## src/rtl/wpg_pkg.sv

```systemverilog
package wpg_pkg;
   localparam int SEQ_LEN   = 10;
   localparam int STEP_W    = 4;
   localparam int STEP_MASK = 6;
   localparam int STEP_COMP = 7;
   localparam int STEP_LAST = 9;

   typedef logic [STEP_W-1:0] step_t;

   function automatic logic [17:0] seq_addr(input step_t k);
      case (k)
         4'd0:    seq_addr = 18'h24555;
         4'd1:    seq_addr = 18'h3AAAA;
         4'd2:    seq_addr = 18'h02333;
         4'd3:    seq_addr = 18'h1CCCC;
         4'd4:    seq_addr = 18'h000FF;
         4'd5:    seq_addr = 18'h3EF00;
         4'd6:    seq_addr = 18'h3AAAA;
         4'd7:    seq_addr = 18'h1CCCC;
         4'd8:    seq_addr = 18'h0FF00;
         default: seq_addr = 18'h00000;
      endcase
   endfunction

   function automatic logic seq_is_write(input step_t k);
      seq_is_write = (k >= step_t'(STEP_MASK)) && (k < step_t'(STEP_LAST));
   endfunction
endpackage

```

## src/rtl/wpg_seq_fsm.sv

```systemverilog
module wpg_seq_fsm
   import wpg_pkg::*;
#(
   parameter int ADDR_W = 18,
   parameter int DATA_W = 8
) (
   input  logic              clk,
   input  logic              rst_n,
   input  logic              acc_valid,
   input  logic              acc_write,
   input  logic              acc_cont,
   input  logic [ADDR_W-1:0] acc_addr,
   input  logic [DATA_W-1:0] acc_data,
   input  logic [DATA_W-1:0] pend_byte,
   output logic              latch_pend,
   output logic              commit,
   output logic              seq_suppress
);
   step_t step_q, step_d;
   logic  armed_q;
   logic  fresh_ok;
   logic  start_ok;
   logic  hit;
   logic  data_ok;
   logic [ADDR_W-1:0] exp_addr;
   logic [ADDR_W-1:0] first_addr;

   assign exp_addr   = ADDR_W'(seq_addr(step_q));
   assign first_addr = ADDR_W'(seq_addr(step_t'(0)));
   assign fresh_ok   = !acc_cont || armed_q;
   assign start_ok   = acc_valid && !acc_write && (acc_addr == first_addr) && fresh_ok;
   assign data_ok    = (step_q != step_t'(STEP_COMP)) || (acc_data == ~pend_byte);

   always_comb begin
      hit = acc_valid && (acc_write == seq_is_write(step_q)) &&
            (acc_addr == exp_addr) && data_ok;
      if (step_q == step_t'(0)) hit = start_ok;
   end

   always_comb begin
      step_d = step_q;
      if (acc_valid) begin
         if (hit)
            step_d = (step_q == step_t'(STEP_LAST)) ? step_t'(0) : step_q + step_t'(1);
         else
            step_d = start_ok ? step_t'(1) : step_t'(0);
      end
   end

   always_ff @(posedge clk or negedge rst_n) begin
      if (!rst_n) begin
         step_q  <= '0;
         armed_q <= 1'b0;
      end else begin
         step_q <= step_d;
         if (acc_valid) armed_q <= !acc_write && (acc_addr == '0);
      end
   end

   assign latch_pend   = hit && (step_q == step_t'(STEP_MASK));
   assign commit       = hit && (step_q == step_t'(STEP_LAST));
   assign seq_suppress = hit && seq_is_write(step_q);
endmodule

```

## src/rtl/wpg_mask_store.sv

```systemverilog
module wpg_mask_store #(
   parameter int DATA_W = 8,
   parameter int MASK_W = 8
) (
   input  logic              clk,
   input  logic              rst_n,
   input  logic              latch_pend,
   input  logic              commit,
   input  logic [DATA_W-1:0] acc_data,
   output logic [DATA_W-1:0] pend_byte,
   output logic [MASK_W-1:0] mask
);
   always_ff @(posedge clk or negedge rst_n) begin
      if (!rst_n) begin
         pend_byte <= '0;
         mask      <= '0;
      end else begin
         if (latch_pend) pend_byte <= acc_data;
         if (commit)     mask      <= pend_byte[MASK_W-1:0];
      end
   end
endmodule

```

## src/rtl/wpg_sector_gate.sv

```systemverilog
module wpg_sector_gate #(
   parameter int ADDR_W   = 18,
   parameter int SEC_BITS = 3,
   localparam int MASK_W  = 1 << SEC_BITS
) (
   input  logic              acc_valid,
   input  logic              acc_write,
   input  logic [ADDR_W-1:0] acc_addr,
   input  logic [MASK_W-1:0] mask,
   input  logic              seq_suppress,
   output logic              arr_wr_en,
   output logic              wr_blocked
);
   logic [SEC_BITS-1:0] sec_idx;
   logic [MASK_W-1:0]   sec_hit;
   logic                prot_hit;
   logic                plain_wr;

   assign sec_idx = acc_addr[ADDR_W-1 -: SEC_BITS];

   for (genvar g = 0; g < MASK_W; g++) begin : g_sec
      assign sec_hit[g] = (sec_idx == SEC_BITS'(g)) && mask[g];
   end

   assign prot_hit   = |sec_hit;
   assign plain_wr   = acc_valid && acc_write && !seq_suppress;
   assign arr_wr_en  = plain_wr && !prot_hit;
   assign wr_blocked = plain_wr && prot_hit;
endmodule

```

## src/rtl/wpg_sector_guard.sv

```systemverilog
module wpg_sector_guard #(
   parameter int ADDR_W   = 18,
   parameter int DATA_W   = 8,
   parameter int SEC_BITS = 3,
   localparam int MASK_W  = 1 << SEC_BITS
) (
   input  logic              clk,
   input  logic              rst_n,
   input  logic              acc_valid,
   input  logic              acc_write,
   input  logic              acc_cont,
   input  logic [ADDR_W-1:0] acc_addr,
   input  logic [DATA_W-1:0] acc_data,
   output logic [MASK_W-1:0] prot_mask,
   output logic              seq_suppress,
   output logic              arr_wr_en,
   output logic              wr_blocked
);
   if (ADDR_W < 18) begin : g_bad_addr
      $error("wpg_sector_guard: ADDR_W must hold the 18-bit unlock addresses");
   end
   if (MASK_W > DATA_W) begin : g_bad_mask
      $error("wpg_sector_guard: sector count exceeds the data byte width");
   end
   if (SEC_BITS < 1 || SEC_BITS > ADDR_W) begin : g_bad_sec
      $error("wpg_sector_guard: SEC_BITS out of range");
   end

   logic [DATA_W-1:0] pend_byte;
   logic              latch_pend;
   logic              commit;

   wpg_seq_fsm #(.ADDR_W(ADDR_W), .DATA_W(DATA_W)) fsm_i (
      .clk         (clk),
      .rst_n       (rst_n),
      .acc_valid   (acc_valid),
      .acc_write   (acc_write),
      .acc_cont    (acc_cont),
      .acc_addr    (acc_addr),
      .acc_data    (acc_data),
      .pend_byte   (pend_byte),
      .latch_pend  (latch_pend),
      .commit      (commit),
      .seq_suppress(seq_suppress)
   );

   wpg_mask_store #(.DATA_W(DATA_W), .MASK_W(MASK_W)) store_i (
      .clk       (clk),
      .rst_n     (rst_n),
      .latch_pend(latch_pend),
      .commit    (commit),
      .acc_data  (acc_data),
      .pend_byte (pend_byte),
      .mask      (prot_mask)
   );

   wpg_sector_gate #(.ADDR_W(ADDR_W), .SEC_BITS(SEC_BITS)) gate_i (
      .acc_valid   (acc_valid),
      .acc_write   (acc_write),
      .acc_addr    (acc_addr),
      .mask        (prot_mask),
      .seq_suppress(seq_suppress),
      .arr_wr_en   (arr_wr_en),
      .wr_blocked  (wr_blocked)
   );
endmodule

```

## config.mk

```make
export PLATFORM = sky130hd
export DESIGN_NAME = wpg_sector_guard
export DESIGN_NICKNAME = d
export VERILOG_FILES = /design/src/rtl/wpg_pkg.sv /design/src/rtl/wpg_seq_fsm.sv /design/src/rtl/wpg_mask_store.sv /design/src/rtl/wpg_sector_gate.sv /design/src/rtl/wpg_sector_guard.sv
export SDC_FILE = /design/constraint.sdc
export NUM_CORES = 1
export LEC_CHECK = 0
export BUFFER_PORTS_ARGS = -buffer_cell sky130_fd_sc_hd__buf_2
export CORE_ASPECT_RATIO = 0.75
export CORE_MARGIN = 8
export CORE_UTILIZATION = 35
export CTS_CLUSTER_DIAMETER = 60
export DETAILED_ROUTE_END_ITERATION = 16
export PLACE_DENSITY_LB_ADDON = 0.25
export SYNTH_ARGS = -nofsm -noshare
export SYNTH_HDL_FRONTEND = slang
export SYNTH_SLANG_ARGS = --single-unit
export TNS_END_PERCENT = 20
```

## constraint.sdc

```tcl
create_clock -name clk -period 3.69 [get_ports clk]
set_clock_uncertainty 0.05 [all_clocks]
set_input_delay 0.5535 -clock clk [delete_from_list [all_inputs] [get_ports clk]]
set_output_delay 0.5535 -clock clk [all_outputs]
set_load 0.02 [all_outputs]
```

==> flow_summary.yaml, run 1 <==
floorplan:
  dieWidth_um: 96.46
  initial_core_util: 0.3548
  placementRows: 22
  fp.dieH_um: 76.34
  core_area_sq_um: 4790
  dieArea_sq_um: 7363
  ios: 42
logic_synthesis:
  synth_edf_count: 0
  yosys.area.top_type: "dfrtp_1"
  yosys_register_bits: 21
  syn_inst: 172
  synth_area_leaders: "dfrtp_1 (31%), mux2_4 (7.1%), mux2_2 (5.3%)"
  ys_seq_area_frac: 0.3093
  synth_cell_types: 53
  yosysMostFrequentCell: "dfrtp_1"
  ys_warn_count: 0
  avgSynthCellArea_sq_um: 9.879
  synth_top_area_frac: 0.3093
  synth_ff_type: "dfrtp_1"
  synthTopCellsByCount: "dfrtp_1 (21), nand2_1 (15), xor2_1 (9)"
  async_flop_share: 1.000
  synth_nets: 209
  synthesis.area_sq_um: 1699
routing:
  drc: 0
  dr_wl_met3_um: 356
  dr.pass1.iters: 4
  dr_wl_met2_um: 1889
  top_layer: "met4"
  drtIter0Drc: 106
  vias: 1452
  wl_per_cell_um: 15.64
  avgViaCountPerCell: 5.242
  postRouteAntennaNets: 0
  met1Wirelength_um: 2073
  wl_um: 4331
clocking:
  cts_setup_buffers: 0
  cts_tree: "built"
  path_clk_slew_ns: 0.08
  ctsResizeCount: 0
  worstSkewPairLatency_ns: 0.26
  numCtsBuffers: 3
  cts_root_buf: "clkbuf_8"
  cts_htree_levels: 1
  cts-hold-fix-buffers: 0
  clockBufferDepth: 2
  cts_num_sinks: 21
global_routing:
  grt_max_degree: 22
  grt-ovfl-total: 0
  grt_pass1_wl_um: 7300
  grt_pass1_vias: 1528
  grt_use_total: 0.1202
  antenna_found_initial: 0
final_layout:
  antennaDiodeCount: 0
  fill_cells: 493
  multi_input_area_sq_um: 1107
  drive_above_1_share: 0.3641
  area_growth_pct: 20.40
  final_util: 0.4271
  nNetsFinal: 255
  regArea_sq_um: 526.8
power:
  power_uw: 429.5
  peakVddDrop_mv: 0.1646
  leakage_uw: 0.001023
  power_density_nw_per_um2: 210.0
critical_path:
  critPathMaxFanout: 3
  critPathLaunch: "acc_write"
  end_kind: "output pin"
  critPathArrivalTime_ns: 2.99
  critPathLaunchType: "primary input"
  required_ns: 3.09
  reg2reg_from: "fsm_i.step_q[1]"
  crit_type: "in -> out"
sta:
  tns_ns: 0
  post-route-period-util: 0.9730
  timing.fmax_mhz: 278.5
  slew_headroom: 0.6591
  max_slew.worst_pin.slew_ns: 0.5114
  final-max-slew-violation-count: 0
  setup_violations: 0
  period_minus_slack_ns: 3.590
  hold_ws_ns: 0.1968
  worst_slack_ns: 0.09981
  report.final.hold_viol_count: 0
placement:
  dp_slack_ns: 0.1432
  place.gp.congestion: 0.8588
  hpwl_um: 3515
  port_buffers: 41
status:
  status: "finished, final reports clean"
flow_run:
  cap_violations: 0
worst_hold_path:
  min_path_type: "in -> async"
## per-layer routing
metal,vias up,global-route usage
li1,730,-
met1,683,0.1684
met2,37,0.1862
met3,2,0.03051
met4,0,0.009050
met5,-,0
## cells by family (layout without fill, tap and decap cells)
logic type                 count (synthesis)  in the layout  synth area share
DFF                                       21             21            0.3093
buffers and inverters                     15             60           0.04418
xor gates and xnor gates                  12             12           0.06186
muxes                                     24             24            0.1856
and+or+nand+nor                           62             62            0.2180
adders and majority gates                  6              6           0.04418
AOI/OAI and AO/OA                         32             32            0.1370
## registers in the layout (all words and copies together) (netlist names)
name and flops:
store_i.pend_byte 8, fsm_i.step_q 4, store_i.mask 8, fsm_i.armed_q 1
## cell usage in the layout (no fill, tap or decap), drive strengths merged, types with 2 or more instances in the layout
master,synthesis,routed
buf,5,49
dfrtp,21,21
mux2,16,16
nand2,15,15
xor2,9,9
inv,7,7
nor2,6,6
mux2i,6,6
ha,6,6
or4,6,6
nor2b,5,5
a21oi,5,5
nand4,5,5
o21ai,4,4
o31ai,4,4
or2,4,4
clkbuf,3,4
a2bb2oi,3,3
xnor2,3,3
nand2b,2,2
nand3b,2,2
nor3,2,2
and2,2,2
o2111ai,2,2
nand3,2,2
mux4,2,2
o22ai,2,2
a21o,2,2
and3,2,2
## power breakdown
part | total (uW) | leakage, uW | internal (uW) | switching [uW]
registers | 230 | 0.000292 | 230 | 0.0000689
logic | 53.0 | 0.000708 | 24.3 | 28.7
clock network | 147 | 0.0000228 | 76.7 | 69.8
## worst paths after layout
path,to,slack (ns),depth (start not counted)
setup / recovery,wr_blocked,0.1,10
hold / removal,store_i.mask[0],0.20,1
setup reg to reg,store_i.pend_byte[1],0.28,10
hold reg to reg,store_i.mask[2],0.49,1
max in group asynchronous,fsm_i.step_q[1],3.04,1
min in group clk,store_i.mask[2],0.49,1
## critical path, cell delays in order
cell and delay, ns:
buf_2 0.12, or4b_2 0.65, or4_1 0.44, a2111oi_1 0.44
buf_4 0.20, nand2_1 0.07, o41ai_2 0.07, and2_1 0.22
nor3_1 0.06, buf_2 0.16
## area by class of cell
type	count	area share
sequential	21	0.2575
multi-input combinational	136	0.5413
clock buffer	4	0.02202
inverter	7	0.01284
timing repair buffer	49	0.1297
tap	60	0.03670
## through the flow
step | area [sq um] | std cells
2_1_floorplan | 1699 | 172
3_3_place_gp | 1991 | 273
3_5_place_dp | 1991 | 273
4_1_cts | 2036 | 277
5_1_grt | 2046 | 277
6_report | 2046 | 277
Power figures use the tool's default switching activity.
==> inputs of run 2 (changes only) <==
Settings changed: ABC_AREA from default to 1.
==> run 2 against run 1 <==
Critical endpoint is now arr_wr_en. Maximum frequency is 7.8% higher. Sequential power barely moved. Final cell count is 71% higher. Routed wire length is 45% higher.
==> flow_summary.yaml, run 2 <==
status:
  status: "finished, final reports clean"
final_layout:
  drive_above_1_share: 0.2056
  area_growth_pct: 12.91
  most-common-layout-cells: "nand2_1 (127), inv_1 (47), buf_2 (41)"
  stdcell_count: 475
  final_common_cell: "nand2_1"
  reg_top3: "store_i.mask (8), store_i.pend_byte (8), fsm_i.step_q (4)"
  nNetsFinal: 432
  antennaDiodeCount: 0
  fin_area_sq_um: 2484
routing:
  dr.pass1.iters: 5
  drtIter0Drc: 113
  wl_per_cell_um: 13.22
  wl_um: 6281
  postRouteAntennaNets: 0
  vias: 2258
  avgViaCountPerCell: 4.754
  drc: 0
global_routing:
  antenna_found_initial: 0
  grt_pass1_vias: 2190
  grt_max_degree: 22
  grt_pass1_wl_um: 10520
  grt-ovfl-total: 0
  grt_use_total: 0.1401
logic_synthesis:
  synthesis.area_sq_um: 2200
  ys_warn_count: 0
  synth_top_area_frac: 0.2389
  syn_inst: 354
  synthTopCellsByCount: "nand2_1 (127), inv_1 (47), nand3_1 (36), nor2_1 (36), dfrtp_1 (21)"
  yosys_register_bits: 21
  synth_edf_count: 0
  yosysMostFrequentCell: "nand2_1"
  synth_nets: 391
  avgSynthCellArea_sq_um: 6.214
  synth_ff_type: "dfrtp_1"
  ys_seq_area_frac: 0.2389
  async_flop_share: 1.000
  synth_cell_types: 36
  synth_area_leaders: "dfrtp_1 (24%), nand2_1 (22%), nand3_1 (8.2%)"
  yosys.area.top_type: "dfrtp_1"
placement:
  placed_area_sq_um: 2437
  dp_cells: 471
  hpwl_um: 5187
  port_buffers: 41
  place.gp.congestion: 0.8922
clocking:
  worstSkewPairLatency_ns: 0.26
  cts_root_buf: "clkbuf_8"
  cts_tree: "built"
  clockBufferDepth: 2
  ctsResizeCount: 0
  numCtsBuffers: 3
  cts_setup_buffers: 0
  cts-hold-fix-buffers: 0
  path_clk_slew_ns: 0.08
  cts_num_sinks: 21
  cts_htree_levels: 1
flow_run:
  cap_violations: 0
worst_hold_path:
  min_path_type: "in -> async"
floorplan:
  placementRows: 25
  initial_core_util: 0.3552
  dieArea_sq_um: 9104
  ios: 42
  fp.dieH_um: 84.66
  core_area_sq_um: 6193
  dieWidth_um: 107.5
sta:
  slew_headroom: 0.6179
  final-max-slew-violation-count: 0
  tns_ns: 0
  max_slew.worst_pin.slew_ns: 0.5701
  post-route-period-util: 0.9026
  hold_ws_ns: 0.1975
  report.final.hold_viol_count: 0
  rsz0062_at_grt: "no"
  period_minus_slack_ns: 3.331
  timing.fmax_mhz: 300.3
  setup_violations: 0
power:
  intPower_uw: 334.3
  swShare: 0.2857
  leakage_uw: 0.001471
  p_sw_uw: 133.7
  pwr-share-comb: 0.175
  power_uw: 468.0
  peakVddDrop_mv: 0.1458
  clockPowerShare: 0.334
  power_density_nw_per_um2: 188.4
  power_frac_seq: 0.491
critical_path:
  rr_worst_depth: 14
  critPathLaunchType: "register"
  reg2reg_from: "fsm_i.step_q[0]"
  end_kind: "output pin"
  required_ns: 3.09
  critPathArrivalTime_ns: 2.73
  crit_type: "reg -> out"
  critPathMaxFanout: 21
  critPathLaunch: "fsm_i.step_q[0]"
## run 2: cell type report
type | instances | area, sq um
repair buffers | 41 | 205.2
flip-flops and latches | 21 | 525.5
inverters | 54 | 212.7
fillers | 693 | 3710
clock buffers | 3 | 41.29
well taps | 81 | 101.3
clock inverters | 1 | 5.005
multi-input cells | 274 | 1393
## run 2: critical path, stage by stage (launching register included)
cell     delay, ns
dfrtp_1       0.50
inv_2         0.13
ha_1          0.39
inv_1         0.07
nand2_2       0.09
nand3_4       0.11
nand2_4       0.11
xor2_1        0.15
nand3_1       0.09
nor2_1        0.15
nand2_2       0.09
nand2_4       0.21
nand2_2       0.08
nand2_1       0.09
nor2_1        0.04
buf_2         0.15
## run 2: kinds of logic after synthesis
| family | share of synthesized area |
|---|---|
| AOI/OAI and AO/OA | 0.02787 |
| xor gates and xnor gates | 0.03129 |
| adders and majority gates | 0.03413 |
| buffers and inverters | 0.1280 |
| DFF | 0.2389 |
| and+or+nand+nor | 0.5398 |
## run 2: layer usage
metal | part of all wire | wire (um) | GRT usage
met1 | 0.52 | 3269 | 0.2030
met2 | 0.41 | 2572 | 0.2065
met3 | 0.061 | 382 | 0.02525
met4 | 0.0091 | 57 | 0.03266
met5 | 0 | 0 | 0
## run 2: worst paths after layout
kind / end / slack (ns)
min in group clk: store_i.mask[2] / 0.46
setup reg to reg: store_i.mask[4] / 1.12
setup / recovery: arr_wr_en / 0.36
hold / removal: store_i.mask[3] / 0.20
max in group asynchronous: store_i.pend_byte[3] / 3.05
hold reg to reg: store_i.mask[2] / 0.46
## run 2: per-stage QoR
step           setup WS (ns)    util
2_1_floorplan         0.9343       -
3_3_place_gp          0.7007  0.3935
3_5_place_dp          0.6516  0.3935
4_1_cts               0.3407  0.4010
5_1_grt              0.04318  0.4010
6_report              0.3595  0.4010
## run 2: power groups by stage
stage / clock (uW) / combinational, uW / sequential (uW)
2_1_floorplan: 0 / 38.2 / 235
4_1_cts: 160 / 81.7 / 230
6_report: 156 / 81.8 / 230
3_5_place_dp: 0 / 81.3 / 234
5_1_grt: 168 / 92.1 / 230
3_3_place_gp: 0 / 81.1 / 234
==> inputs of run 3 (changes only) <==
Settings changed: CELL_PAD_IN_SITES_DETAIL_PLACEMENT from default to 0, CELL_PAD_IN_SITES_GLOBAL_PLACEMENT from default to 1.
==> run 3 against run 2 <==
Worst hold slack better by 0.0015 ns. Non-clock buffer count unchanged. Maximum frequency up 0.36%. Largest cell class unchanged. Design area about the same. Power down 0.17%. Via count down 1.3%. Register-to-register slack worse by 0.02 ns. Critical path type unchanged. Final cell count unchanged.
==> flow_summary.yaml, run 3 (synthesis results as in run 2) <==
global_routing:
  antenna_found_initial: 0
  grt_max_degree: 22
  grt-ovfl-total: 0
  grt_use_total: 0.1433
  grt_pass1_wl_um: 10620
  grt_pass1_vias: 2134
sta:
  post-route-period-util: 0.8993
  tns_ns: 0
  setup_violations: 0
  rsz0062_at_grt: "no"
  slew_headroom: 0.5451
  max_slew.worst_pin.slew_ns: 0.6787
  report.final.hold_viol_count: 0
  period_minus_slack_ns: 3.319
  final-max-slew-violation-count: 0
  timing.fmax_mhz: 301.3
routing:
  vias: 2229
  dr.pass1.iters: 4
  drtIter0Drc: 148
  avgViaCountPerCell: 4.693
  wl_per_cell_um: 13.57
  postRouteAntennaNets: 0
  drc: 0
  wl_um: 6444
critical_path:
  critPathLaunchType: "register"
  end_kind: "output pin"
  path_buf_inv: 4
  required_ns: 3.09
  crit_chain: "inv_2, ha_1, nor2_4, inv_1, nand2_1, nand2_1, nand2_1, nand2_1, inv_1, nand2_1, nor3_2, nand2_2, nand2_4, nand2_2, nand2_1, nor2_1, buf_2"
  max_stage_delay_ns: 0.50
  critPathMaxFanout: 21
  crit_type: "reg -> out"
  path_common_cell: "nand2_1"
  cpLargestDelayFamily: "simple AND/OR/NAND/NOR gates"
  critPathArrivalTime_ns: 2.72
  cp_slowest_cell: "dfrtp_1"
final_layout:
  antennaDiodeCount: 0
  regArea_sq_um: 525.5
  fin_area_sq_um: 2482
  drive_above_1_share: 0.2030
  fill_cells: 687
  area_growth_pct: 12.86
  final_common_cell: "nand2_1"
  final_util: 0.4008
  reg_top3: "store_i.mask (8), store_i.pend_byte (8), fsm_i.step_q (4)"
  most-common-layout-cells: "nand2_1 (127), inv_1 (47), buf_2 (41)"
  multi_input_area_sq_um: 1393
  stdcell_count: 475
  nNetsFinal: 432
floorplan:
  initial_core_util: 0.3552
  core_area_sq_um: 6193
  dieArea_sq_um: 9104
  ios: 42
  fp.dieH_um: 84.66
  placementRows: 25
  dieWidth_um: 107.5
clocking:
  path_clk_slew_ns: 0.08
  cts_root_buf: "clkbuf_8"
  cts_setup_buffers: 0
  cts_num_sinks: 21
  ctsResizeCount: 0
  cts_htree_levels: 1
  worstSkewPairLatency_ns: 0.26
  numCtsBuffers: 3
  clockBufferDepth: 2
  cts_tree: "built"
  cts-hold-fix-buffers: 0
status:
  status: "finished, final reports clean"
power:
  power_density_nw_per_um2: 188.2
  leakage_uw: 0.001468
  peakVddDrop_mv: 0.1316
placement:
  hpwl_um: 5299
  place.gp.congestion: 0.9554
  placed_area_sq_um: 2437
  dp_cells: 471
  port_buffers: 41
worst_hold_path:
  min_path_type: "in -> async"
flow_run:
  cap_violations: 0
-- run 3: layout make-up --
cell class,instances,share of cell area
Multi-Input combinational cell,274,0.5610
Sequential cell,21,0.2117
Tap cell,81,0.04083
Clock buffer,4,0.01815
Timing Repair Buffer,41,0.08266
Inverter,54,0.08569
-- run 3: final timing paths --
path	from	endpoint	slack (ns)	depth (start not counted)
min in group clk	store_i.mask[1]	store_i.mask[1]	0.47	2
min	rst_n	store_i.pend_byte[0]	0.20	1
max in group asynchronous	rst_n	fsm_i.step_q[2]	3.05	1
max	fsm_i.step_q[0]	arr_wr_en	0.37	17
min reg2reg	store_i.mask[1]	store_i.mask[1]	0.47	2
max reg2reg	fsm_i.step_q[0]	store_i.mask[3]	1.10	16
-- run 3: stage by stage --
stage | setup WS (ns) | hold slack (ns) | total power, uW
after floorplan | 0.9343 | 0.2079 | 272.7
after global placement | 0.6735 | 0.4353 | 317.0
after detailed placement | 0.6405 | 0.4418 | 316.1
after CTS | 0.3441 | 0.2175 | 472.1
after global routing | 0.08901 | 0.2312 | 493.3
final | 0.3715 | 0.1990 | 467.2
-- run 3: power breakdown --
part	total [uW]	switching, uW	internal [uW]
sequential	230	0.0000697	230
combinational	81.9	52.8	29.1
clock	155	78.5	77.0
-- run 3: layer usage --
layer,global-route usage,wire (um),part of all wire
met5,0,0,0
met4,0.02261,51,0.0079
met3,0.02678,336,0.052
met2,0.2081,2700,0.42
met1,0.2126,3356,0.52
